### config.mk
export PLATFORM = sky130hd
export DESIGN_NAME = qm_top
export DESIGN_NICKNAME = d
export VERILOG_FILES = /design/src/rtl/qm_pkg.sv /design/src/rtl/qm_addr_map.sv /design/src/rtl/qm_link_ram.sv /design/src/rtl/qm_queue_state.sv /design/src/rtl/qm_top.sv
export SDC_FILE = /design/constraint.sdc
export NUM_CORES = 1
export LEC_CHECK = 0
export BUFFER_PORTS_ARGS = -buffer_cell sky130_fd_sc_hd__buf_2
export CAP_MARGIN = 5
export CORE_MARGIN = 4
export CORE_UTILIZATION = 50
export DETAILED_ROUTE_END_ITERATION = 8
export PLACE_DENSITY_LB_ADDON = 0.15
export SYNTH_ARGS = -nofsm -noshare
export SYNTH_HDL_FRONTEND = slang
export SYNTH_SLANG_ARGS = --single-unit
### constraint.sdc
create_clock -name clk -period 3.65 [get_ports clk]
set_input_delay 0.365 -clock clk [delete_from_list [all_inputs] [get_ports clk]]
set_output_delay 0.365 -clock clk [all_outputs]
set_load 0.005 [all_outputs]
### src/rtl/qm_pkg.sv
package qm_pkg;
  localparam int ADDR_W = 32;
  typedef logic [ADDR_W-1:0] addr_t;
endpackage

### src/rtl/qm_addr_map.sv
module qm_addr_map
  import qm_pkg::*;
#(
  parameter addr_t DESC_BASE  = 32'h8000_0000,
  parameter int    SIZE_LOG2  = 7,
  parameter int    REGION_IDX = 16,
  parameter int    IDX_W      = 6
) (
  input  addr_t            push_addr,
  output logic [IDX_W-1:0] push_idx,
  input  logic [IDX_W-1:0] pop_idx,
  output addr_t            pop_addr
);
  localparam logic [IDX_W-1:0] START = IDX_W'(REGION_IDX);

  // byte address -> link index, dropping the offset inside a descriptor
  assign push_idx = START + IDX_W'((push_addr - DESC_BASE) >> SIZE_LOG2);
  // link index -> descriptor base address
  assign pop_addr = DESC_BASE + (ADDR_W'(pop_idx - START) << SIZE_LOG2);
endmodule

### src/rtl/qm_link_ram.sv
module qm_link_ram #(
  parameter int DEPTH = 64,
  parameter int W     = 6
) (
  input  logic                     clk,
  input  logic                     we,
  input  logic [$clog2(DEPTH)-1:0] waddr,
  input  logic [W-1:0]             wdata,
  input  logic [$clog2(DEPTH)-1:0] raddr,
  output logic [W-1:0]             rdata
);
  logic [W-1:0] mem [DEPTH];

  always_ff @(posedge clk) begin
    if (we) mem[waddr] <= wdata;
  end

  assign rdata = mem[raddr];
endmodule

### src/rtl/qm_queue_state.sv
module qm_queue_state #(
  parameter int NUM_Q = 8,
  parameter int IDX_W = 6,
  parameter int CNT_W = 6,
  parameter int QW    = 3
) (
  input  logic                        clk,
  input  logic                        rst_n,
  input  logic                        push_en,
  input  logic [QW-1:0]               push_q,
  input  logic [IDX_W-1:0]            push_idx,
  input  logic                        pop_en,
  input  logic [QW-1:0]               pop_q,
  input  logic [IDX_W-1:0]            link_rdata,
  output logic                        link_we,
  output logic [IDX_W-1:0]            link_waddr,
  output logic [IDX_W-1:0]            link_wdata,
  output logic [IDX_W-1:0]            link_raddr,
  output logic                        pop_hit,
  output logic [IDX_W-1:0]            pop_idx,
  output logic [NUM_Q-1:0][CNT_W-1:0] cnt,
  output logic [NUM_Q-1:0][CNT_W-1:0] cnt_nxt
);
  logic [NUM_Q-1:0][IDX_W-1:0] head_r, head_n, tail_r, tail_n;
  logic [NUM_Q-1:0][CNT_W-1:0] cnt_r, cnt_n;
  logic                        same_q;
  logic [CNT_W-1:0]            pop_cnt;
  logic                        upd_en;

  always_comb begin
    head_n     = head_r;
    tail_n     = tail_r;
    cnt_n      = cnt_r;
    link_we    = 1'b0;
    link_waddr = tail_r[push_q];
    link_wdata = push_idx;
    link_raddr = head_r[pop_q];
    same_q     = push_en && (push_q == pop_q);
    pop_cnt    = cnt_r[pop_q];
    pop_hit    = pop_en && ((pop_cnt != '0) || same_q);
    pop_idx    = (pop_cnt == '0) ? push_idx : head_r[pop_q];
    // push step
    if (push_en) begin
      if (cnt_r[push_q] == '0) head_n[push_q] = push_idx;
      else                     link_we        = 1'b1;
      tail_n[push_q] = push_idx;
      cnt_n[push_q]  = cnt_r[push_q] + CNT_W'(1);
    end
    // pop step, sees the push of this cycle
    if (pop_hit) begin
      head_n[pop_q] = (same_q && pop_cnt == CNT_W'(1)) ? push_idx : link_rdata;
      cnt_n[pop_q]  = cnt_n[pop_q] - CNT_W'(1);
    end
  end

  assign upd_en = push_en || pop_hit;

  always_ff @(posedge clk or negedge rst_n) begin
    if (!rst_n) begin
      head_r <= '0;
      tail_r <= '0;
      cnt_r  <= '0;
    end else if (upd_en) begin
      head_r <= head_n;
      tail_r <= tail_n;
      cnt_r  <= cnt_n;
    end
  end

  assign cnt     = cnt_r;
  assign cnt_nxt = cnt_n;
endmodule

### src/rtl/qm_top.sv
module qm_top
  import qm_pkg::*;
#(
  parameter int          NUM_Q      = 8,
  parameter int          NUM_LINK   = 64,
  parameter int          NUM_DESC   = 32,
  parameter int          REGION_IDX = 16,
  parameter addr_t       DESC_BASE  = 32'h8000_0000,
  parameter int          SIZE_LOG2  = 7,
  parameter logic [NUM_Q-1:0] IRQ_MASK = 8'h0F
) (
  input  logic                          clk,
  input  logic                          rst_n,
  input  logic                          push_we,
  input  logic [$clog2(NUM_Q)-1:0]      push_q,
  input  logic [ADDR_W-1:0]             push_addr,
  input  logic                          pop_re,
  input  logic [$clog2(NUM_Q)-1:0]      pop_q,
  output logic [ADDR_W-1:0]             pop_rdata,
  input  logic [$clog2(NUM_Q)-1:0]      peek_q,
  output logic [$clog2(NUM_DESC+1)-1:0] peek_count,
  output logic [NUM_Q-1:0]              q_status,
  output logic [NUM_Q-1:0]              irq
);
  localparam int QW    = $clog2(NUM_Q);
  localparam int IDX_W = $clog2(NUM_LINK);
  localparam int CNT_W = $clog2(NUM_DESC + 1);

  logic [IDX_W-1:0]            push_idx, pop_idx;
  logic [IDX_W-1:0]            lk_waddr, lk_wdata, lk_raddr, lk_rdata;
  logic                        lk_we, pop_hit;
  addr_t                       pop_addr;
  logic [NUM_Q-1:0][CNT_W-1:0] cnt, cnt_nxt;
  logic [NUM_Q-1:0]            stat_d;
  addr_t                       rdata_n;

  qm_addr_map #(
    .DESC_BASE(DESC_BASE), .SIZE_LOG2(SIZE_LOG2),
    .REGION_IDX(REGION_IDX), .IDX_W(IDX_W)
  ) map_i (
    .push_addr(push_addr), .push_idx(push_idx),
    .pop_idx(pop_idx), .pop_addr(pop_addr)
  );

  qm_link_ram #(.DEPTH(NUM_LINK), .W(IDX_W)) lram_i (
    .clk(clk), .we(lk_we), .waddr(lk_waddr), .wdata(lk_wdata),
    .raddr(lk_raddr), .rdata(lk_rdata)
  );

  qm_queue_state #(.NUM_Q(NUM_Q), .IDX_W(IDX_W), .CNT_W(CNT_W), .QW(QW)) qs_i (
    .clk(clk), .rst_n(rst_n),
    .push_en(push_we), .push_q(push_q), .push_idx(push_idx),
    .pop_en(pop_re), .pop_q(pop_q), .link_rdata(lk_rdata),
    .link_we(lk_we), .link_waddr(lk_waddr), .link_wdata(lk_wdata),
    .link_raddr(lk_raddr), .pop_hit(pop_hit), .pop_idx(pop_idx),
    .cnt(cnt), .cnt_nxt(cnt_nxt)
  );

  for (genvar q = 0; q < NUM_Q; q++) begin : g_stat
    assign q_status[q] = (cnt[q] != '0);
    // IRQ_MASK picks which queues may signal
    if (IRQ_MASK[q]) begin : g_irq
      assign irq[q] = q_status[q] & ~stat_d[q];
    end else begin : g_noirq
      assign irq[q] = 1'b0;
    end
  end

  assign peek_count = cnt[peek_q];
  assign rdata_n    = pop_hit ? pop_addr : '0;

  always_ff @(posedge clk or negedge rst_n) begin
    if (!rst_n) begin
      pop_rdata <= '0;
      stat_d    <= '0;
    end else begin
      stat_d <= q_status;
      if (pop_re) pop_rdata <= rdata_n;
    end
  end
endmodule

==> Yosys cells after proc, flatten, opt, wreduce, memory -nomap -nowiden <==
Memories as Yosys holds them, arrays and structs flattened.
Cells that the tools add are included.
{ "totals": {"ff_bits": 180, "ram_bits": 384, "input_bits": 45, "output_inout_bits": 54, "wordCells": 100, "mem_count": 1} }
{ "classes": {"addsub": 6, "magnitude_cmp": 5, "eq_ne": 2, "n_mux": 33, "n_bitwise": 8, "n_reduce_logical": 19} }
{ "mem_list": {"columns": ["memory", "depth", "width", "read_ports", "rd_ports_with_merged_regs", "wr", "line", "text"], "rows": [
  ["lram_i.mem", 64, 6, 1, 0, 1, "qm_link_ram.sv:12", "logic [W-1:0] mem [DEPTH];"]
]} }
{ "ops": {"columns": ["cell", "n"], "rows": [
  ["bitwise mux 48 bit", 5],
  ["two-way mux 48 bit", 5],
  ["binary-select mux 6 bit (select 3 bit)", 6],
  ["two-way mux 6 bit", 10],
  ["nonzero test 6 bit", 9],
  ["demux 6 bit (select 3 bit)", 2],
  ["adder 32 bit, first input constant", 1],
  ["two-way mux 32 bit", 1],
  ["subtractor 13 x 1 -> 13 bit, second input constant", 1],
  ["zero test 6 bit", 2],
  ["< comparator 3 x 4 -> 1 bit, second input constant", 3],
  ["subtractor 6 x 5 -> 7 bit, second input constant", 1],
  ["adder 5 x 6 -> 6 bit, first input constant", 1],
  ["adder 6 x 1 -> 6 bit, second input constant", 1],
  ["== test 6 x 1 -> 1 bit, second input constant", 1],
  [">= comparator 3 x 1 -> 1 bit, second input constant", 2],
  ["subtractor 6 x 1 -> 6 bit, second input constant", 1],
  ["logical AND 1 bit", 5],
  ["bitwise AND 1 bit", 4],
  ["two-way mux 1 bit", 4],
  ["inverter 1 bit", 4],
  ["== test 3 bit", 1],
  ["logical OR 1 bit", 2],
  ["AND reduction 2 bit", 1]
]} }

==> Logic depth before layout (Yosys ltp) <==
Gate-level depths: netlist of the first run.
{ "logic_depth": {"word_depth": 11, "ltp_mapped": 16, "ltp_nobuf": 13} }

==> Modules after synthesis <==
From an unflattened synthesis of the first run, not the netlist that was laid out.
{ "unflattened": {"hier_cells": 1873, "hier_area_um2": 26420.3} }
{ "by_module_without_submodules": {"columns": ["module", "instances", "cells_each", "area_per_inst_um2", "seq_area_each_um2"], "rows": [
  ["qm_link_ram", 1, 714, 15105.7, 11531.1],
  ["qm_queue_state", 1, 922, 9073.7, 3603.5],
  ["qm_top", 1, 196, 1944.4, 900.9],
  ["qm_addr_map", 1, 41, 296.5, 0.0]
]} }

==> Least setup slack after synthesis of the first run <==
No wires, ideal clock.
{ "synth_path": {"path_kind": "input-to-reg", "startpoint": "input port push_q[2]", "endpoint": "register qs_i.cnt_r (netlist bit qs_i.cnt[22])", "setup_ps": 144, "arrival_ps": 3400, "t_required_ps": 3506, "path_slack_ps": 106, "path_stages": 14, "path_buffers": 2, "path_cell_list": "buf_2 > mux2_2 > mux4_2 > nor2_1 > ha_1 > clkbuf_1 > mux2i_1 > o22ai_1 > nor4_1 > ha_1 > inv_1 > a211oi_1 > xnor2_1 > o21ai_0"} }
{ "synth_via": {"elab_chain_cells": 11, "elab_cells_between_ends": 20, "cone_classes": "add/sub (2); order compare (2); eq/ne (1); mux (10); reduce/logical (5)"} }
{ "synth_rtl": {"columns": ["item", "line", "text"], "rows": [
  ["start, declared", "qm_top.sv:15", "input logic [$clog2(NUM_Q)-1:0] push_q,"],
  ["parallel branches: the longest is 11 deep, another holds adder 6 x 1 -> 6 bit", null, null],
  ["end signal, assigned", "qm_queue_state.sv:66", "cnt_r <= cnt_n;"],
  ["end, declared", "qm_queue_state.sv:25", "logic [NUM_Q-1:0][CNT_W-1:0] cnt_r, cnt_n;"]
]} }
Parallel ways; which one is timed is not known. The select of a mux whose other input is x is not followed.
A chain may end at the register's enable or synchronous reset.

==> Worst setup path after layout of the first run <==
{ "layout_path": {"startpoint": "register qs_i.head_r[1] (netlist name)", "endpoint": "register qs_i.head_r[41] (netlist name)"} }
{ "layout_via": {"elab_chain_cells": 6} }
{ "layout_rtl": {"columns": ["item", "line", "text"], "rows": [
  ["start, declared", "qm_queue_state.sv:24", "logic [NUM_Q-1:0][IDX_W-1:0] head_r, head_n, tail_r, tail_n;"],
  ["start signal, assigned", "qm_queue_state.sv:64", "head_r <= head_n;"],
  ["binary-select mux 6 bit (select 3 bit)", "qm_queue_state.sv:37", "link_raddr = head_r[pop_q];"],
  ["two-way mux 6 bit (implied by the code)", "qm_queue_state.sv:37", null],
  ["memory (64 x 6 bit)", null, null],
  ["two-way mux 6 bit", "qm_queue_state.sv:51", "head_n[pop_q] = (same_q && pop_cnt == CNT_W'(1)) ? push_idx : link_rdata;"],
  ["bitwise mux 48 bit", "qm_queue_state.sv:51", null],
  ["two-way mux 48 bit", "qm_queue_state.sv:50", "if (pop_hit) begin"]
]} }
No other way between the ends. The select of a mux whose other input is x is not followed.

==> out/metrics.yaml, run 1 <==
global_route:
  grt_antenna_before_repair: 0
  grt_pass1_wl_mm: 121
  grt_max_degree: 85
  grt-ovfl-total: 0
  grt_pass1_vias: 19200
  grt_usage_pct: 28.4
clock_network:
  cts_tree: "built"
  cts.sinks: 540
  post_cts_buffers: 0
  cts_root_buf: "clkbuf_16"
  cts_buffers: 56
  clk_latency_ns: 0.62
  cts_buffer_depth: 3
  clkTransAtPathRegs_ns: 0.06
  cts_htree_levels: 2
setup_path:
  reg2reg_slack_ns: 0.10
  crit_path_start_kind: "flop"
  crit_type: "reg2reg"
  max_stage_delay_ns: 0.59
  cp_max_fo: 20
  worst_setup_path_end_kind: "flop"
  path_cells: "mux2i_1 > mux4_2 > or3_4 > nor2_1 > a32oi_1 > a31oi_1 > o211a_1 > nor3_2 > a221o_1"
  cp.arrival_ns: 4.04
  cpMaxStageDelayCell: "or3_4"
  worstPathRequired_ns: 4.14
routing:
  first_iter_violations: 1909
  vias: 19300
  post_drt_wl_per_cell_um: 25.6
  wl_mm: 80.2
  antenna_left: 0
  first_pass_iters: 6
  route.detailed.drc: 0
  vias_per_cell: 6.17
synth:
  yosysWarnings: 0
  ys_ff_latch: 540
  synth_edf_count: 384
  synth_area_leaders: "edfxtp_1, dfrtp_1, nand2_1"
  synth.top_cells.by_count: "edfxtp_1, nand2_1, nor2_1"
  mappedNetlistArea_um2: 25700
  syn_area_per_cell_um2: 12.2
  async_flop_share_pct: 28.9
  yosysMostFrequentCell: "edfxtp_1"
  yosysSeqAreaShare_pct: 60.0
  dominantRegCellSynth: "edfxtp_1"
  yosysTopAreaCell: "edfxtp_1"
  synth_top_area_share_pct: 44.8
  synthCells: 2112
  ys_types: 99
finish:
  nets: 2460
  final_util_pct: 61.0
  area_delta_synth_final_pct: 19.7
  multi_input_area_um2: 9350
  nFillCells: 4051
  drive_gt1_share_pct: 26.0
  design_area_um2: 30800
  antennaDiodeCount: 0
  layout.cells.non_filler: 3130
  regArea_um2: 15400
place:
  dp.cells: 3024
  io_buffers: 61
  dp.final_hpwl_mm: 55.4
  gp_congestion: 0.959
  place_area_um2: 28700
timing:
  fin_worst_skew_ns: 0.0183
  fin_crit_sh_pct: 97.2
  max_slew.worst_pin.slew_ns: 1.16
  finalHoldViolations: 0
  rsz0062_at_grt: "false"
  max_freq_mhz: 282
  max-slew-margin-rel_pct: 22.2
  setup_violations: 0
  hold_ws_ns: 0.156
  fin_crit_ns: 3.55
  drv_slew: 0
pwr:
  p_leak_nw: 12.0
  total_power_mw: 22.5
  power.density_nw_per_um2: 732
  vdd_drop_max_v: 0.000457
outcome:
  status: "complete, no violations"
run:
  cap_violations: 0
hold_path:
  hp-class: "in2reg"
floorplan:
  dieArea_um2: 55100
  die_height_um: 235
  start_util_pct: 50.9
  core_area_um2: 50500
  io_pins: 99
  chipWidth_um: 235
  fp-row-count: 82
==> worst max-delay path, delay by kind of cell (launching register included) <==
| family | cells | cell delay, ns |
|---|---|---|
| flip-flops | 1 | 0.38 |
| AO/OA/AOI/OAI | 4 | 1.24 |
| multiplexers | 2 | 0.60 |
| AND/OR/NAND/NOR | 3 | 1.18 |
==> report_power, final <==
group	total [mW]	switching, mW	internal, mW
logic	8.48	4.77	3.71
clock network	6.09	2.43	3.66
registers	7.96	0.626	7.34
total	22.5	7.83	14.7
==> what timing repair did <==
item	CTS	global route
resized for setup	0	17
hold buffers	1	0
hold endpoints to repair	82	0
endpoints found under the setup margin	0	22
==> state kept, by name, summed over array words and instances, names as in the netlist <==
signal       flops
lram_i.mem     384
pop_rdata        8
qs_i.cnt        48
qs_i.head_r     48
qs_i.tail_r     48
stat_d           4
==> cells in the final DEF (no fill, tap or decap), types with 9 or more instances in the layout <==
| cell | Yosys | final |
|---|---|---|
| o211ai_1 | 13 | 13 |
| mux2_2 | 33 | 33 |
| conb_1 | 1 | 11 |
| o21ai_0 | 76 | 75 |
| mux2i_1 | 108 | 102 |
| a31oi_1 | 46 | 46 |
| clkinv_1 | 2 | 14 |
| buf_4 | 40 | 328 |
| mux4_2 | 47 | 47 |
| clkbuf_1 | 74 | 10 |
| buf_2 | 40 | 60 |
| buf_12 | 2 | 17 |
| o22a_1 | 15 | 15 |
| or2_2 | 16 | 16 |
| a211oi_1 | 81 | 79 |
| inv_1 | 18 | 16 |
| o21ai_1 | 14 | 15 |
| o21a_1 | 12 | 12 |
| nand3_1 | 24 | 24 |
| clkinv_2 | 0 | 9 |
| nor2_1 | 182 | 181 |
| xnor2_1 | 15 | 15 |
| nor2b_1 | 11 | 11 |
| nor3_1 | 14 | 13 |
| clkbuf_16 | 0 | 57 |
| nor4_1 | 11 | 11 |
| a22oi_1 | 14 | 14 |
| o22ai_1 | 22 | 22 |
| bufinv_16 | 0 | 11 |
| dfrtp_1 | 156 | 156 |
| nand2_1 | 321 | 320 |
| and3_1 | 64 | 64 |
| edfxtp_1 | 384 | 384 |
| a21oi_1 | 66 | 65 |
==> cell type report <==
cell class | count | share of cell area (%)
clock buffer | 68 | 4.80
inverter | 20 | 0.244
tap | 672 | 2.73
multi-input combinational | 1386 | 30.4
sequential | 540 | 50.1
timing repair buffer | 407 | 10.2
clock inverter | 37 | 1.53
==> per-stage QoR <==
stage	worst slack, ns	setup TNS, ns
floorplan	0.106	0
global placement	-0.176	-1.95
detailed placement	-0.210	-3.89
CTS	0.00282	0
global route	0.0173	0
finish	0.102	0
==> logic make-up after synthesis <==
logic type | share of synthesized area [%]
other | 0.0146
AOI/OAI and AO/OA | 12.6
muxes | 9.77
xor gates and xnor gates | 0.745
adders and majority gates | 0.195
DFF | 60.0
and+or+nand+nor | 12.6
buffers and inverters | 4.14
==> routing by layer <==
metal	track usage (%)	routed length [µm]	up-vias
li1	-	-	8514
met1	38.1	32300	9687
met2	46.1	37800	894
met3	4.74	6290	206
met4	12.8	3850	0
met5	0	0	-
==> worst paths after layout <==
check	endpoint	start	cells after the start
max	qs_i.head_r[41]	qs_i.head_r[1]	9
min	pop_rdata[10]	pop_re	2
max reg2reg	qs_i.head_r[41]	qs_i.head_r[1]	9
min reg2reg	qs_i.tail_r[39]	qs_i.tail_r[39]	2
min in group asynchronous	qs_i.cnt[23]	rst_n	2
max in group asynchronous	qs_i.tail_r[25]	rst_n	3
(Power assumes the default switching activity.)
==> inputs of run 2 (changes only) <==
==> constraint.sdc (replaced) <==
create_clock -name clk -period 3.67 [get_ports clk]
set_input_delay 0.5505 -clock clk [delete_from_list [all_inputs] [get_ports clk]]
set_output_delay 0.5505 -clock clk [all_outputs]
set_load 0.005 [all_outputs]
==> out/metrics.yaml, run 2 (synthesized netlist as in run 1, its figures left out) <==
clock_network:
  cts_buffer_depth: 3
  cts_root_buf: "clkbuf_16"
  clkTransAtPathRegs_ns: 0.06
  clk_latency_ns: 0.63
  cts_buffers: 56
  cts_resized: 0
  cts_tree: "built"
  cts_htree_levels: 2
  cts.sinks: 540
  post_cts_buffers: 0
  hold_buffers: 0
finish:
  top_register: "lram_i.mem"
  area_delta_synth_final_pct: 18.9
  regArea_um2: 15400
  drive_gt1_share_pct: 25.3
  mostFrequentLayoutCell: "edfxtp_1"
  nets: 2442
  largest_reg_flops: 384
  nFillCells: 4126
  multi_input_area_um2: 9310
  mostFrequentLayoutCells: "edfxtp_1, nand2_1, buf_4"
  antennaDiodeCount: 0
  design_area_um2: 30600
timing:
  fin_worst_skew_ns: 0.0303
  drv_slew: 0
  hold_ws_ns: -0.00505
  finalHoldViolations: 4
  max_freq_mhz: 279
  fin_crit_sh_pct: 97.6
  max-slew-margin-rel_pct: 19.2
  max_slew.worst_pin.slew_ns: 1.21
  fin_tns_setup_ns: 0
  setup_violations: 0
  fin_crit_ns: 3.58
setup_path:
  path_delay_family: "multiplexers"
  cpMaxStageDelayCell: "mux4_2"
  r2r-start: "qs_i.head_r[31]"
  cp.arrival_ns: 4.14
  path_cells: "nor2_1 > mux4_2 > nor3_4 > buf_12 > buf_4 > mux4_2 > mux2i_1 > a32oi_1 > a31oi_1 > buf_4 > nor3_2 > a221o_1"
  crit_buf_inv: 3
  cp_max_fo: 23
  max_stage_delay_ns: 0.52
  crit_path_start_kind: "flop"
  worst_setup_path_end_kind: "flop"
  reg2reg_slack_ns: 0.09
  reg2reg_to: "qs_i.head_r[41]"
  crit_type: "reg2reg"
  worstPathRequired_ns: 4.23
  reg2reg_depth: 12
routing:
  route.detailed.drc: 0
  antenna_left: 0
  first_iter_violations: 2155
  wl_mm: 80.0
  first_pass_iters: 5
  post_drt_wl_per_cell_um: 25.7
  vias: 19200
  vias_per_cell: 6.17
floorplan:
  core_area_um2: 50500
  die_height_um: 235
  start_util_pct: 50.9
  fp-row-count: 82
  chipWidth_um: 235
  dieArea_um2: 55100
  io_pins: 99
global_route:
  grt_pass1_vias: 19000
  grt_pass1_wl_mm: 121
  grt_max_degree: 81
  grt_usage_pct: 28.6
  grt_antenna_before_repair: 1
  grt-ovfl-total: 0
hold_path:
  hp-class: "in2async"
place:
  dp.final_hpwl_mm: 56.4
  place_area_um2: 28700
  gp_congestion: 0.955
  io_buffers: 61
pwr:
  vdd_drop_max_v: 0.000499
  p_leak_nw: 11.9
  total_power_mw: 22.3
  power.density_nw_per_um2: 729
outcome:
  violations: "hold timing"
  status: "finished with violations"
run:
  cap_violations: 0
==> run 2: area by class of cell <==
cell class / count / area share (%)
inverters: 20 / 0.246
well taps: 672 / 2.75
repair buffers: 389 / 9.97
multi-input cells: 1386 / 30.4
flip-flops and latches: 540 / 50.5
clock inverters: 40 / 1.41
clock buffers: 64 / 4.68
==> run 2: per-stage QoR <==
stage / utilization [%] / setup WS (ns) / hold slack (ns) / cells
3_5_place_dp: 56.8 / -0.317 / 0.461 / 3007
6_report: 60.6 / 0.0892 / -0.00505 / 3111
3_3_place_gp: 56.8 / -0.293 / 0.461 / 3007
5_1_grt: 60.6 / -0.0209 / 0.0493 / 3111
4_1_cts: 60.5 / 0.187 / 0.00611 / 3111
2_1_floorplan: - / 0.00945 / 0.255 / 2122
==> run 2: where the power goes <==
part	leakage [nW]	switching (mW)	total [mW]	internal [mW]
Clock	0.900	2.48	5.79	3.31
Sequential	5.33	0.642	7.94	7.30
Combinational	5.64	4.77	8.56	3.79
Total	11.9	7.89	22.3	14.4
==> run 2: layer usage <==
metal	vias up	global-route usage (%)	share of wire (%)
met5	-	0	0.016
met1	9585	39.8	41
met2	966	45.3	46
met3	182	4.76	8.2
met4	2	11.4	4.5
li1	8469	-	-
==> run 2: how the worst max path moves through the flow <==
stage	cells past startpoint	end	slack, ns	start
global placement	16	lram_i.mem[23][0]	-0.29	push_q[1]
floorplan	14	qs_i.cnt[22]	0.009	push_q[2]
finish	12	qs_i.head_r[41]	0.09	qs_i.head_r[31]
global route	14	qs_i.cnt[11]	-0.02	qs_i.cnt[42]
CTS	12	qs_i.head_r[41]	0.19	qs_i.head_r[31]
detailed placement	14	qs_i.head_r[8]	-0.32	pop_q[2]
